### src/rtl/atom_pkg.sv
package atom_pkg;

  typedef enum logic [2:0] {
    ST_IDLE,
    ST_READ,
    ST_WAIT_READ,
    ST_COMPUTE,
    ST_WRITE,
    ST_WAIT_WRITE,
    ST_DONE
  } atom_state_e;

  typedef enum logic [2:0] {
    OP_ADD,
    OP_OR,
    OP_AND,
    OP_XOR,
    OP_XCHG,
    OP_CMPXCHG
  } atom_op_e;

  typedef struct packed {
    atom_op_e op;
    logic     fetch;
    logic     dword;
  } atom_cmd_t;

  localparam logic [1:0] SZ_WORD  = 2'b00;
  localparam logic [1:0] SZ_DWORD = 2'b11;

  localparam logic [7:0] CODE_ADD     = 8'h00;
  localparam logic [7:0] CODE_OR      = 8'h40;
  localparam logic [7:0] CODE_AND     = 8'h50;
  localparam logic [7:0] CODE_XOR     = 8'ha0;
  localparam logic [7:0] CODE_XCHG    = 8'he1;
  localparam logic [7:0] CODE_CMPXCHG = 8'hf1;

endpackage

### src/rtl/atom_decode.sv
module atom_decode
  import atom_pkg::*;
#(
  parameter int IMM_W = 32
) (
  input  logic [IMM_W-1:0] imm_i,
  input  logic [1:0]       size_i,
  output logic             legal_o,
  output atom_cmd_t        cmd_o
);

  localparam int CODE_W = 8;

  logic op_known;
  logic upper_clear;
  logic size_ok;

  assign upper_clear = (imm_i[IMM_W-1:CODE_W] == '0);
  assign size_ok     = (size_i == SZ_WORD) || (size_i == SZ_DWORD);

  always_comb begin
    op_known    = 1'b1;
    cmd_o.op    = OP_ADD;
    cmd_o.fetch = imm_i[0];
    cmd_o.dword = (size_i == SZ_DWORD);
    case (imm_i[CODE_W-1:0])
      CODE_ADD, CODE_ADD | 8'h01: cmd_o.op = OP_ADD;
      CODE_OR,  CODE_OR  | 8'h01: cmd_o.op = OP_OR;
      CODE_AND, CODE_AND | 8'h01: cmd_o.op = OP_AND;
      CODE_XOR, CODE_XOR | 8'h01: cmd_o.op = OP_XOR;
      CODE_XCHG:                  cmd_o.op = OP_XCHG;
      CODE_CMPXCHG:               cmd_o.op = OP_CMPXCHG;
      default:                    op_known = 1'b0;
    endcase
  end

  assign legal_o = op_known && upper_clear && size_ok;

endmodule

### src/rtl/atom_agen.sv
module atom_agen #(
  parameter int XLEN  = 64,
  parameter int OFF_W = 16
) (
  input  logic [XLEN-1:0]  base_i,
  input  logic [OFF_W-1:0] off_i,
  output logic [XLEN-1:0]  addr_o
);

  localparam int EXT_W = XLEN - OFF_W;

  logic [XLEN-1:0] off_ext;

  assign off_ext = {{EXT_W{off_i[OFF_W-1]}}, off_i};
  assign addr_o  = base_i + off_ext;

endmodule

### src/rtl/atom_alu.sv
module atom_alu
  import atom_pkg::*;
#(
  parameter int XLEN = 64
) (
  input  atom_cmd_t        cmd_i,
  input  logic [XLEN-1:0]  old_i,
  input  logic [XLEN-1:0]  src_i,
  input  logic [XLEN-1:0]  r0_i,
  output logic [XLEN-1:0]  new_o,
  output logic             wr_o,
  output logic             src_wb_o,
  output logic             r0_wb_o
);

  localparam int HALF = XLEN / 2;

  logic [XLEN-1:0] mask;
  logic [XLEN-1:0] old_m;
  logic [XLEN-1:0] src_m;
  logic [XLEN-1:0] r0_m;
  logic [XLEN-1:0] raw;

  assign mask  = cmd_i.dword ? {XLEN{1'b1}} : {{HALF{1'b0}}, {HALF{1'b1}}};
  assign old_m = old_i & mask;
  assign src_m = src_i & mask;
  assign r0_m  = r0_i & mask;

  always_comb begin
    raw = src_m;
    case (cmd_i.op)
      OP_ADD:  raw = old_m + src_m;
      OP_OR:   raw = old_m | src_m;
      OP_AND:  raw = old_m & src_m;
      OP_XOR:  raw = old_m ^ src_m;
      default: raw = src_m;
    endcase
  end

  assign new_o    = raw & mask;
  assign wr_o     = (cmd_i.op != OP_CMPXCHG) || (old_m == r0_m);
  assign r0_wb_o  = (cmd_i.op == OP_CMPXCHG);
  assign src_wb_o = (cmd_i.op == OP_XCHG) ||
                    (cmd_i.fetch && (cmd_i.op != OP_CMPXCHG));

endmodule

### src/rtl/atomic_rmw_unit.sv
module atomic_rmw_unit
  import atom_pkg::*;
#(
  parameter int XLEN  = 64,
  parameter int OFF_W = 16,
  parameter int IMM_W = 32
) (
  input  logic             clk,
  input  logic             rst,
  input  logic             start_i,
  input  logic [1:0]       size_i,
  input  logic [IMM_W-1:0] imm_i,
  input  logic [XLEN-1:0]  dst_i,
  input  logic [OFF_W-1:0] off_i,
  input  logic [XLEN-1:0]  src_i,
  input  logic [XLEN-1:0]  r0_i,
  output logic             mem_req_o,
  output logic             mem_we_o,
  output logic             mem_lock_o,
  output logic             mem_dword_o,
  output logic [XLEN-1:0]  mem_addr_o,
  output logic [XLEN-1:0]  mem_wdata_o,
  input  logic [XLEN-1:0]  mem_rdata_i,
  input  logic             mem_ready_i,
  output logic             done_o,
  output logic             err_o,
  output logic             src_wb_valid_o,
  output logic [XLEN-1:0]  src_wb_data_o,
  output logic             r0_wb_valid_o,
  output logic [XLEN-1:0]  r0_wb_data_o
);

  localparam int HALF = XLEN / 2;

  atom_state_e     state_q, state_d;
  atom_cmd_t       cmd_dec, cmd_q;
  logic            legal;
  logic [XLEN-1:0] addr_calc, addr_q;
  logic [XLEN-1:0] src_q, r0_q, old_q, wdata_q;
  logic [XLEN-1:0] alu_new;
  logic            alu_wr, alu_src_wb, alu_r0_wb;
  logic            src_v_q, r0_v_q, err_q;
  logic [XLEN-1:0] rdata_sized;

  atom_decode #(.IMM_W(IMM_W)) i_decode (
    .imm_i   (imm_i),
    .size_i  (size_i),
    .legal_o (legal),
    .cmd_o   (cmd_dec)
  );

  atom_agen #(.XLEN(XLEN), .OFF_W(OFF_W)) i_agen (
    .base_i (dst_i),
    .off_i  (off_i),
    .addr_o (addr_calc)
  );

  atom_alu #(.XLEN(XLEN)) i_alu (
    .cmd_i    (cmd_q),
    .old_i    (old_q),
    .src_i    (src_q),
    .r0_i     (r0_q),
    .new_o    (alu_new),
    .wr_o     (alu_wr),
    .src_wb_o (alu_src_wb),
    .r0_wb_o  (alu_r0_wb)
  );

  assign rdata_sized = cmd_q.dword ? mem_rdata_i
                                   : {{HALF{1'b0}}, mem_rdata_i[HALF-1:0]};

  always_comb begin
    state_d = state_q;
    case (state_q)
      ST_IDLE:       if (start_i && legal) state_d = ST_READ;
      ST_READ:       state_d = mem_ready_i ? ST_COMPUTE : ST_WAIT_READ;
      ST_WAIT_READ:  if (mem_ready_i) state_d = ST_COMPUTE;
      ST_COMPUTE:    state_d = alu_wr ? ST_WRITE : ST_DONE;
      ST_WRITE:      state_d = mem_ready_i ? ST_DONE : ST_WAIT_WRITE;
      ST_WAIT_WRITE: if (mem_ready_i) state_d = ST_DONE;
      ST_DONE:       state_d = ST_IDLE;
      default:       state_d = ST_IDLE;
    endcase
  end

  always_ff @(posedge clk) begin
    if (rst) begin
      state_q <= ST_IDLE;
      cmd_q   <= '0;
      addr_q  <= '0;
      src_q   <= '0;
      r0_q    <= '0;
      old_q   <= '0;
      wdata_q <= '0;
      src_v_q <= 1'b0;
      r0_v_q  <= 1'b0;
      err_q   <= 1'b0;
    end else begin
      state_q <= state_d;
      err_q   <= (state_q == ST_IDLE) && start_i && !legal;
      case (state_q)
        ST_IDLE: begin
          src_v_q <= 1'b0;
          r0_v_q  <= 1'b0;
          if (start_i && legal) begin
            cmd_q  <= cmd_dec;
            addr_q <= addr_calc;
            src_q  <= src_i;
            r0_q   <= r0_i;
          end
        end
        ST_READ, ST_WAIT_READ: begin
          if (mem_ready_i) old_q <= rdata_sized;
        end
        ST_COMPUTE: begin
          wdata_q <= alu_new;
          src_v_q <= alu_src_wb;
          r0_v_q  <= alu_r0_wb;
        end
        default: ;
      endcase
    end
  end

  assign mem_req_o   = (state_q == ST_READ) || (state_q == ST_WAIT_READ) ||
                       (state_q == ST_WRITE) || (state_q == ST_WAIT_WRITE);
  assign mem_we_o    = (state_q == ST_WRITE) || (state_q == ST_WAIT_WRITE);
  assign mem_lock_o  = mem_req_o || (state_q == ST_COMPUTE);
  assign mem_dword_o = cmd_q.dword;
  assign mem_addr_o  = addr_q;
  assign mem_wdata_o = wdata_q;

  assign done_o         = (state_q == ST_DONE);
  assign err_o          = err_q;
  assign src_wb_valid_o = done_o && src_v_q;
  assign r0_wb_valid_o  = done_o && r0_v_q;
  assign src_wb_data_o  = old_q;
  assign r0_wb_data_o   = old_q;

endmodule

### config.mk
export PLATFORM = sky130hd
export DESIGN_NAME = atomic_rmw_unit
export DESIGN_NICKNAME = d
export VERILOG_FILES = /design/src/rtl/atom_pkg.sv /design/src/rtl/atom_decode.sv /design/src/rtl/atom_agen.sv /design/src/rtl/atom_alu.sv /design/src/rtl/atomic_rmw_unit.sv
export SDC_FILE = /design/constraint.sdc
export NUM_CORES = 1
export LEC_CHECK = 0
export ABC_AREA = 1
export BUFFER_PORTS_ARGS = -buffer_cell sky130_fd_sc_hd__buf_2
export CORE_ASPECT_RATIO = 1.25
export CORE_MARGIN = 3
export CORE_UTILIZATION = 30
export DETAILED_ROUTE_END_ITERATION = 10
export PLACE_DENSITY = 0.46
export SLEW_MARGIN = 10
export SYNTH_ARGS = -nofsm -noshare
export SYNTH_HDL_FRONTEND = slang
export SYNTH_SLANG_ARGS = --single-unit
### constraint.sdc
create_clock -name clk -period 5.21 [get_ports clk]
set_clock_uncertainty 0.15 [all_clocks]
set_input_delay 1.042 -clock clk [delete_from_list [all_inputs] [get_ports clk]]
set_output_delay 1.042 -clock clk [all_outputs]
set_load 0.01 [all_outputs]
==> results.toml, run 1 <==
[cts]
clock-sinks = 331
h-tree-depth = 2
cts_hold_buffers = 0
post-cts-setup-buffers = 0
cts_tree = "yes"
clock_path_buffers = 3
cts_made_buffers = 42
cts_resized = 0
clock-root-buffer = "clkbuf_16"
clock_latency_ns = 0.60
clk_pin_slew_ns = 0.06

[floorplanning]
die_w_um = 270
dieArea_mm2 = 0.0911
io_pins = 574
rows = 120
coreArea_mm2 = 0.0862
die_h_um = 337
start_util_pct = 30.4

[worst_hold_path]
hold_start = "mem_wdata_o[17]"
hp-class = "flip-flop to flip-flop"
holdPathStages = 2
worstHoldEndpoint = "mem_wdata_o[17]"

[drt]
drcViolationCount = 0
wl_per_cell_um = 21.9
initialDrtViolationCount = 2106
wirelength_um = 129000
vias = 29600
ant_nets = 0
dr.pass1.iters = 6
vias_per_cell = 5.03

[worst_setup_path]
path_depth = 14
worstRegToRegCells = 19
r2r-end = "mem_wdata_o[48]"
crit_type = "primary input to flip-flop"
ff2ff_setup_slack_ns = 1.59
max_stage_delay_ns = 0.81
cp_num_buf_inv = 5
slowest_stage = "nor4_1"
required_ns = 5.55
crit_top_cell = "inv_1"
crit_path_cell_trace = "buf_2 > buf_12 > ha_1 > nand2_1 > nor2_1 > inv_1 > nor2_1 > inv_1 > nor4_1 > nand3_1 > nand3_1 > nand2_1 > o21ai_1 > inv_1"
worstSetupStartpointType = "primary input"
critPathMaxFanout = 25
r2r_start = "r0_wb_data_o[0]"
end_kind = "flip-flop"
critical-path-top-delay-family = "simple AND/OR/NAND/NOR gates"
arrival_ns = 4.33

[run_status]
status = "complete, no violations"

[grt]
gr-total-overflow = 0
grt_pass1_wl_um = 188000
grt_max_degree = 175
gr-usage-all-layers_pct = 27.3
grt_pass1_vias = 29100
antenna_found_initial = 22

[logic_synthesis]
synth.distinct_cells = 52
synthArstFlopShare_pct = 0
synth-main-ff-cell = "dfxtp_1"
ys_ff_latch = 331
synthCells = 4246
synthesis.nets = 4720
yosys_warnings = 0
synth_edf_count = 0
ys_seq_area_share_pct = 25.3
synth.cell_area_mm2 = 0.0262
syn_avg_cell_area_um2 = 6.18

[finish]
layout-drive-gt1-share_pct = 16.6
nNetsFinal = 5162
final_area_mm2 = 0.0312
syn_to_final_growth_pct = 18.9
layout_common_cells = "nand2_1, inv_1, buf_2"
final_common_cell = "nand2_1"

[pwr]
p_leak_uw = 0.0157
vdd_drop_max_mv = 0.185
p_per_area_mw_per_mm2 = 253
switching_power_uw = 2820
combPwrFrac_pct = 25.3
switching_share_pct = 35.8
seq_power_share_pct = 36.2
clkPwrFrac_pct = 38.5
internal_power_uw = 5070

[timing]
worst-slew-pin-transition_ns = 1.05
post-route-min-period_ns = 4.00
final.setup.tns_ns = 0
setup_viol = 0
fin_crit_sh_pct = 76.7
slew_violations = 0
rsz0062_at_grt = "no"
max_freq_ghz = 0.250
hold_viol = 0
timing.slew.headroom_pct = 29.2

[placement]
io_buffers = 573
gp_congestion = 0.950
place_hpwl_um = 103000
placed_cell_area_mm2 = 0.0298

[flow_run]
drv_cap = 0
worst min-delay path, cell delays in order, from the launching register on:
cell	delay, ns
dfxtp_1	0.31
nand2_1	0.06
a21oi_1	0.05
routing by layer:
metal	wire (um)	GRT usage (%)
met1	55200	34.0
met2	62300	48.3
met3	7490	4.45
met4	4020	8.03
met5	139	0
metrics by stage:
step | utilization [%] | hold WS, ns | total power (uW) | setup WS (ns) | cells
final | 36.2 | 0.311 | 7890 | 1.21 | 5887
after global routing | 36.2 | 0.323 | 8280 | 1.18 | 5879
after CTS | 36.2 | 0.311 | 8010 | 1.39 | 5877
after detailed placement | 34.6 | 0.303 | 4910 | 0.749 | 5803
after global placement | 34.6 | 0.301 | 4930 | 0.696 | 5803
after floorplan | - | 0.294 | 3970 | 2.04 | 4246
cell families after synthesis:
kind of cell | after synthesis | synth area share [%]
flops | 331 | 25.3
fa+ha+maj | 164 | 7.88
buf+inv | 835 | 13.3
xor+xnor | 88 | 2.94
simple gates | 1821 | 29.3
compound gates | 1007 | 21.4
cell usage after synthesis, types with 13 or more instances:
cell type	number	area share, %
buf_2	35	0.67
nand2_1	1000	14
a21oi_1	449	8.6
o21ai_0	329	6.3
clkbuf_1	95	1.4
nand3b_1	13	0.37
nand2_2	32	0.76
nor4_1	19	0.45
buf_1	14	0.20
nand4_1	47	1.1
nor2_1	424	6.1
o21a_1	43	1.2
a31oi_1	16	0.38
ha_1	162	7.7
o211ai_1	30	0.86
xnor2_1	40	1.3
o2111ai_1	16	0.53
o21ai_1	18	0.34
o22ai_1	14	0.33
a221oi_1	27	0.90
buf_4	72	2.1
dfxtp_1	331	25
a211oi_1	21	0.60
o21bai_1	22	0.63
xor2_1	48	1.6
inv_1	603	8.6
nor2_4	15	0.64
nor3_1	27	0.52
nand3_1	205	3.9
how the worst max path moves through the flow:
stage                      from              end  slack (ns)
floorplan           mem_dword_o  mem_wdata_o[50]        2.04
global placement      off_i[15]   mem_addr_o[61]        0.70
detailed placement    off_i[15]   mem_addr_o[61]        0.75
CTS                   off_i[15]   mem_addr_o[61]        1.39
global route          off_i[15]   mem_addr_o[61]        1.18
finish                off_i[15]   mem_addr_o[61]        1.21
power groups by stage:
stage | clock [uW] | combinational [uW] | sequential, uW
CTS | 3150 | 2010 | 2850
global route | 3220 | 2200 | 2860
detailed placement | 0 | 2000 | 2910
floorplan | 0 | 1150 | 2820
global placement | 0 | 2020 | 2910
finish | 3040 | 1990 | 2860
sequential cells by signal, summed over array words and instances (netlist names):
signal	count
mem_wdata_o	64
r0_q	64
mem_dword_o	1
cmd_q	4
err_o	1
src_v_q	1
src_q	64
state_q	3
r0_wb_data_o	64
mem_addr_o	64
r0_v_q	1
cell type report:
cell class | instances | area [um2]
inverter | 613 | 2320
tap | 1159 | 1450
sequential | 331 | 6630
antenna | 10 | 25.0
clock inverter | 22 | 245
timing repair buffer | 620 | 3260
fill | 9867 | 55000
clock buffer | 52 | 1140
multi-input combinational | 3080 | 16100
No activity file was read; power rests on OpenSTA's default activity.
==> inputs of run 2 (changes only) <==
Clock period 5.21 ns to 4.15 ns, I/O delays scaled along.
==> results.toml, run 2 (synthesis gave the netlist of run 1 again) <==
[worst_setup_path]
end_kind = "flip-flop"
critPathMaxFanout = 6
worstSetupStartpointType = "flip-flop"
arrival_ns = 3.76
required_ns = 4.44
crit_type = "flip-flop to flip-flop"

[pwr]
clkPwrFrac_pct = 39.1
seq_power_share_pct = 35.2
p_leak_uw = 0.0159
switching_share_pct = 35.0
p_per_area_mw_per_mm2 = 319
combPwrFrac_pct = 25.7
switching_power_uw = 3550
internal_power_uw = 6580
vdd_drop_max_mv = 0.234

[grt]
gr-usage-all-layers_pct = 27.0
antenna_found_initial = 31
gr-total-overflow = 0
grt_pass1_vias = 29100
grt_pass1_wl_um = 186000
grt_max_degree = 131

[timing]
final.setup.tns_ns = 0
hold_viol = 0
setup_slack_ns = 0.676
setup_viol = 0
max_freq_ghz = 0.288
rsz0062_at_grt = "no"
timing.slew.headroom_pct = 32.5
slew_violations = 0
fin_crit_sh_pct = 83.7
timing.hold.ws_ns = 0.309
worst-slew-pin-transition_ns = 1.01
post-route-min-period_ns = 3.47

[cts]
clock_path_buffers = 3
post-cts-setup-buffers = 0
cts_tree = "yes"
clock_latency_ns = 0.59
cts_resized = 0
clk_pin_slew_ns = 0.06
cts_made_buffers = 42
clock-sinks = 331
h-tree-depth = 2
cts_hold_buffers = 0
clock-root-buffer = "clkbuf_16"

[placement]
placed_cell_area_mm2 = 0.0302
place_hpwl_um = 103000
io_buffers = 573
dp_worst_setup_slack_ns = 0.269
gp_congestion = 0.985

[drt]
vias = 29500
wirelength_um = 129000
initialDrtViolationCount = 1848
ant_nets = 0
drcViolationCount = 0
dr.pass1.iters = 5
vias_per_cell = 4.97
wl_per_cell_um = 21.6

[flow_run]
drv_cap = 0

[finish]
nNetsFinal = 5210
fillers = 9835
final_common_cell = "nand2_1"
syn_to_final_growth_pct = 20.9
final_area_mm2 = 0.0317
layout_common_cells = "nand2_1, inv_1, buf_2"
layout-drive-gt1-share_pct = 17.3
fin_util_pct = 36.8

[floorplanning]
coreArea_mm2 = 0.0862
die_h_um = 337
io_pins = 574
start_util_pct = 30.4
die_w_um = 270
dieArea_mm2 = 0.0911
rows = 120

[run_status]
status = "complete, no violations"

[worst_hold_path]
hp-class = "flip-flop to flip-flop"
## run 2: cell count changes in the layout (fill, tap and decap cells not counted), sizes merged
cell / delta
clkbuf: +11
inv: +1
buf: +48
diode: +7
bufinv: +1
clkinv: -11
## run 2: final timing paths
kind / startpoint / to / slack [ns] / depth (start not counted)
worst max register to register: r0_wb_data_o[20] / mem_wdata_o[37] / 0.68 / 15
worst min-delay path: mem_addr_o[2] / mem_addr_o[2] / 0.31 / 2
worst max-delay path: r0_wb_data_o[20] / mem_wdata_o[37] / 0.68 / 15
worst min register to register: mem_addr_o[2] / mem_addr_o[2] / 0.31 / 2
## run 2: metrics by stage
stage	total power [uW]	std cells
after global routing	10600	5929
final	10100	5944
after detailed placement	6230	5851
after global placement	6240	5851
after floorplan	4990	4246
after CTS	10300	5927
## run 2: power groups by stage
stage	Combinational (uW)	Clock [uW]	Sequential (uW)
6_report	2600	3960	3560
3_3_place_gp	2620	0	3620
3_5_place_dp	2610	0	3620
4_1_cts	2620	4090	3550
2_1_floorplan	1450	0	3540
5_1_grt	2860	4200	3570
## run 2: final cells by class
type / count / area [um2] / area share, %
Clock buffer: 63 / 1230 / 3.88
Inverter: 613 / 2320 / 7.30
Multi-Input combinational cell: 3080 / 16100 / 50.9
Tap cell: 1159 / 1450 / 4.57
Clock inverter: 13 / 229 / 0.722
Timing Repair Buffer: 668 / 3680 / 11.6
Sequential cell: 331 / 6630 / 20.9
Antenna cell: 17 / 42.5 / 0.134
## run 2: per-layer routing
| metal | vias up | GRT usage [%] | part of all wire (%) |
|---|---|---|---|
| li1 | 14800 | - | - |
| met1 | 13700 | 33.2 | 42 |
| met2 | 807 | 46.7 | 47 |
| met3 | 209 | 5.29 | 6.1 |
| met4 | 16 | 10.4 | 4.0 |
| met5 | - | 0 | 0.083 |
## run 2: critical path, cell delays in order, from the launching register on
cell     delay [ns]
dfxtp_1        0.67
inv_1          0.21
ha_1           0.44
nand2_1        0.17
nor2_1         0.24
nand2_1        0.15
nor2_1         0.11
nand2_1        0.06
nand3_1        0.28
nand2_1        0.14
nor2_1         0.33
o21ai_1        0.10
nand2_1        0.07
o21ai_1        0.07
nand2_1        0.07
a21oi_1        0.06
==> inputs of run 3 (changes only) <==
Clock period 4.15 ns to 3.4 ns, I/O delays scaled along.
==> results.toml, run 3 (synthesis gave the netlist of run 1 again) <==
[cts]
clk_pin_slew_ns = 0.06
cts_made_buffers = 40
h-tree-depth = 2
clock_path_buffers = 3
clock-root-buffer = "clkbuf_16"
post-cts-setup-buffers = 0
clock_latency_ns = 0.60
cts_tree = "yes"
clock-sinks = 331

[finish]
layout-drive-gt1-share_pct = 20.7
fillers = 9773
layout_common_cells = "nand2_1, inv_1, buf_2"
final_area_mm2 = 0.0332
instances_no_fill = 6135
syn_to_final_growth_pct = 26.4
final_common_cell = "nand2_1"
nNetsFinal = 5410

[drt]
drcViolationCount = 0
wirelength_um = 131000
dr.pass1.iters = 5
wl_per_cell_um = 21.4
initialDrtViolationCount = 1958
vias_per_cell = 4.92
ant_nets = 0
vias = 30200

[grt]
grt_pass1_wl_um = 190000
antenna_found_initial = 31
grt_pass1_vias = 29600
grt_max_degree = 89
gr-usage-all-layers_pct = 27.7
gr-total-overflow = 0

[timing]
timing.hold.ws_ns = 0.167
rsz0062_at_grt = "no"
worst-slew-pin-transition_ns = 1.03
hold_viol = 0
slew_violations = 0
post-route-min-period_ns = 3.14
setup_viol = 0
max_freq_ghz = 0.318
timing.slew.headroom_pct = 31.1
setup_slack_ns = 0.259
fin_crit_sh_pct = 92.4

[floorplanning]
die_w_um = 270
start_util_pct = 30.4
rows = 120
die_h_um = 337
io_pins = 574
coreArea_mm2 = 0.0862
dieArea_mm2 = 0.0911

[placement]
dp_worst_setup_slack_ns = -0.0666
gp_congestion = 0.969
dpl.cell_count = 6053
placed_cell_area_mm2 = 0.0318
place_hpwl_um = 107000
io_buffers = 573

[pwr]
p_per_area_mw_per_mm2 = 376
vdd_drop_max_mv = 0.273
p_leak_uw = 0.0169

[worst_setup_path]
startpoint = "src_q[0]"
worstSetupStartpointType = "flip-flop"
r2r-end = "mem_wdata_o[30]"
arrival_ns = 3.43
r2r_start = "src_q[0]"
endpoint = "mem_wdata_o[30]"
end_kind = "flip-flop"
required_ns = 3.69
worstRegToRegCells = 17
critPathMaxFanout = 5
crit_type = "flip-flop to flip-flop"
ff2ff_setup_slack_ns = 0.26

[run_status]
status = "complete, no violations"

[flow_run]
drv_cap = 0

[worst_hold_path]
hp-class = "primary input to flip-flop"
run 3: cell types whose count changed in the layout (fill, tap and decap cells not counted), moves of 3 or more:
| cell | change |
|---|---|
| buf_12 | +3 |
| clkinv_2 | +4 |
| clkbuf_1 | -5 |
| buf_4 | +199 |
| clkbuf_8 | -3 |
| diode_2 | -3 |
run 3: power breakdown:
group	internal, uW	leakage [uW]	switching, uW
clock network	2670	0.000658	1890
logic	1430	0.0136	2330
registers	4010	0.00267	133
run 3: how the worst min path moves through the flow:
stage                     slack [ns]  cells past startpoint         endpoint       startpoint
after CTS                       0.13                      3         r0_q[39]         r0_i[39]
after floorplan                 0.29                      2         r0_q[28]         r0_q[28]
after global placement          0.30                      2  mem_wdata_o[34]  mem_wdata_o[34]
final                           0.17                      3         r0_q[54]         r0_i[54]
after detailed placement        0.30                      2  mem_wdata_o[42]  mem_wdata_o[42]
after global routing            0.15                      3          r0_q[6]          r0_i[6]
run 3: timing repair:
item / 4_1_cts / 5_1_grt
setup endpoints to repair: 0 / 3
resized for setup: 0 / 2
endpoints found under the hold margin: 0 / 0
hold buffers: 0 / 0
run 3: metal layers:
| layer | share of wire [%] | vias to the layer above | wire length, um | GRT usage, % |
|---|---|---|---|---|
| met2 | 47 | 883 | 61700 | 47.7 |
| met3 | 6.5 | 178 | 8480 | 4.81 |
| met1 | 43 | 14000 | 56100 | 35.1 |
| met4 | 3.6 | 10 | 4660 | 9.19 |
| li1 | - | 15200 | - | - |
| met5 | 0.050 | - | 66 | 0 |
run 3: area by class of cell:
class / instances / area [um2] / share of cell area [%]
clock inverter: 14 / 195 / 0.589
multi-input combinational: 3080 / 16100 / 48.7
sequential: 331 / 6630 / 20.0
timing repair buffer: 870 / 5240 / 15.8
tap: 1159 / 1450 / 4.37
antenna: 14 / 35.0 / 0.106
clock buffer: 54 / 1150 / 3.46
inverter: 613 / 2320 / 6.99
run 3: critical path, stage by stage (launching register included):
cell,delay (ns)
dfxtp_1,0.37
ha_2,0.25
inv_1,0.09
fa_1,0.36
inv_1,0.08
nand3_1,0.07
nand2_1,0.17
nand2_1,0.10
nand2_1,0.17
nand2_1,0.09
nand2_1,0.15
nand2_1,0.13
nand2_1,0.18
nand2_1,0.07
nand3_1,0.08
o2111ai_1,0.12
nand2_1,0.23
a21oi_1,0.10
run 3: through the flow:
stage          TNS [ns]  total power (uW)  util, %
2_1_floorplan         0              6090        -
3_3_place_gp    -0.0672              7990     36.9
3_5_place_dp    -0.0903              7970     36.9
4_1_cts               0             12600     38.4
5_1_grt               0             13100     38.4
6_report              0             12500     38.5
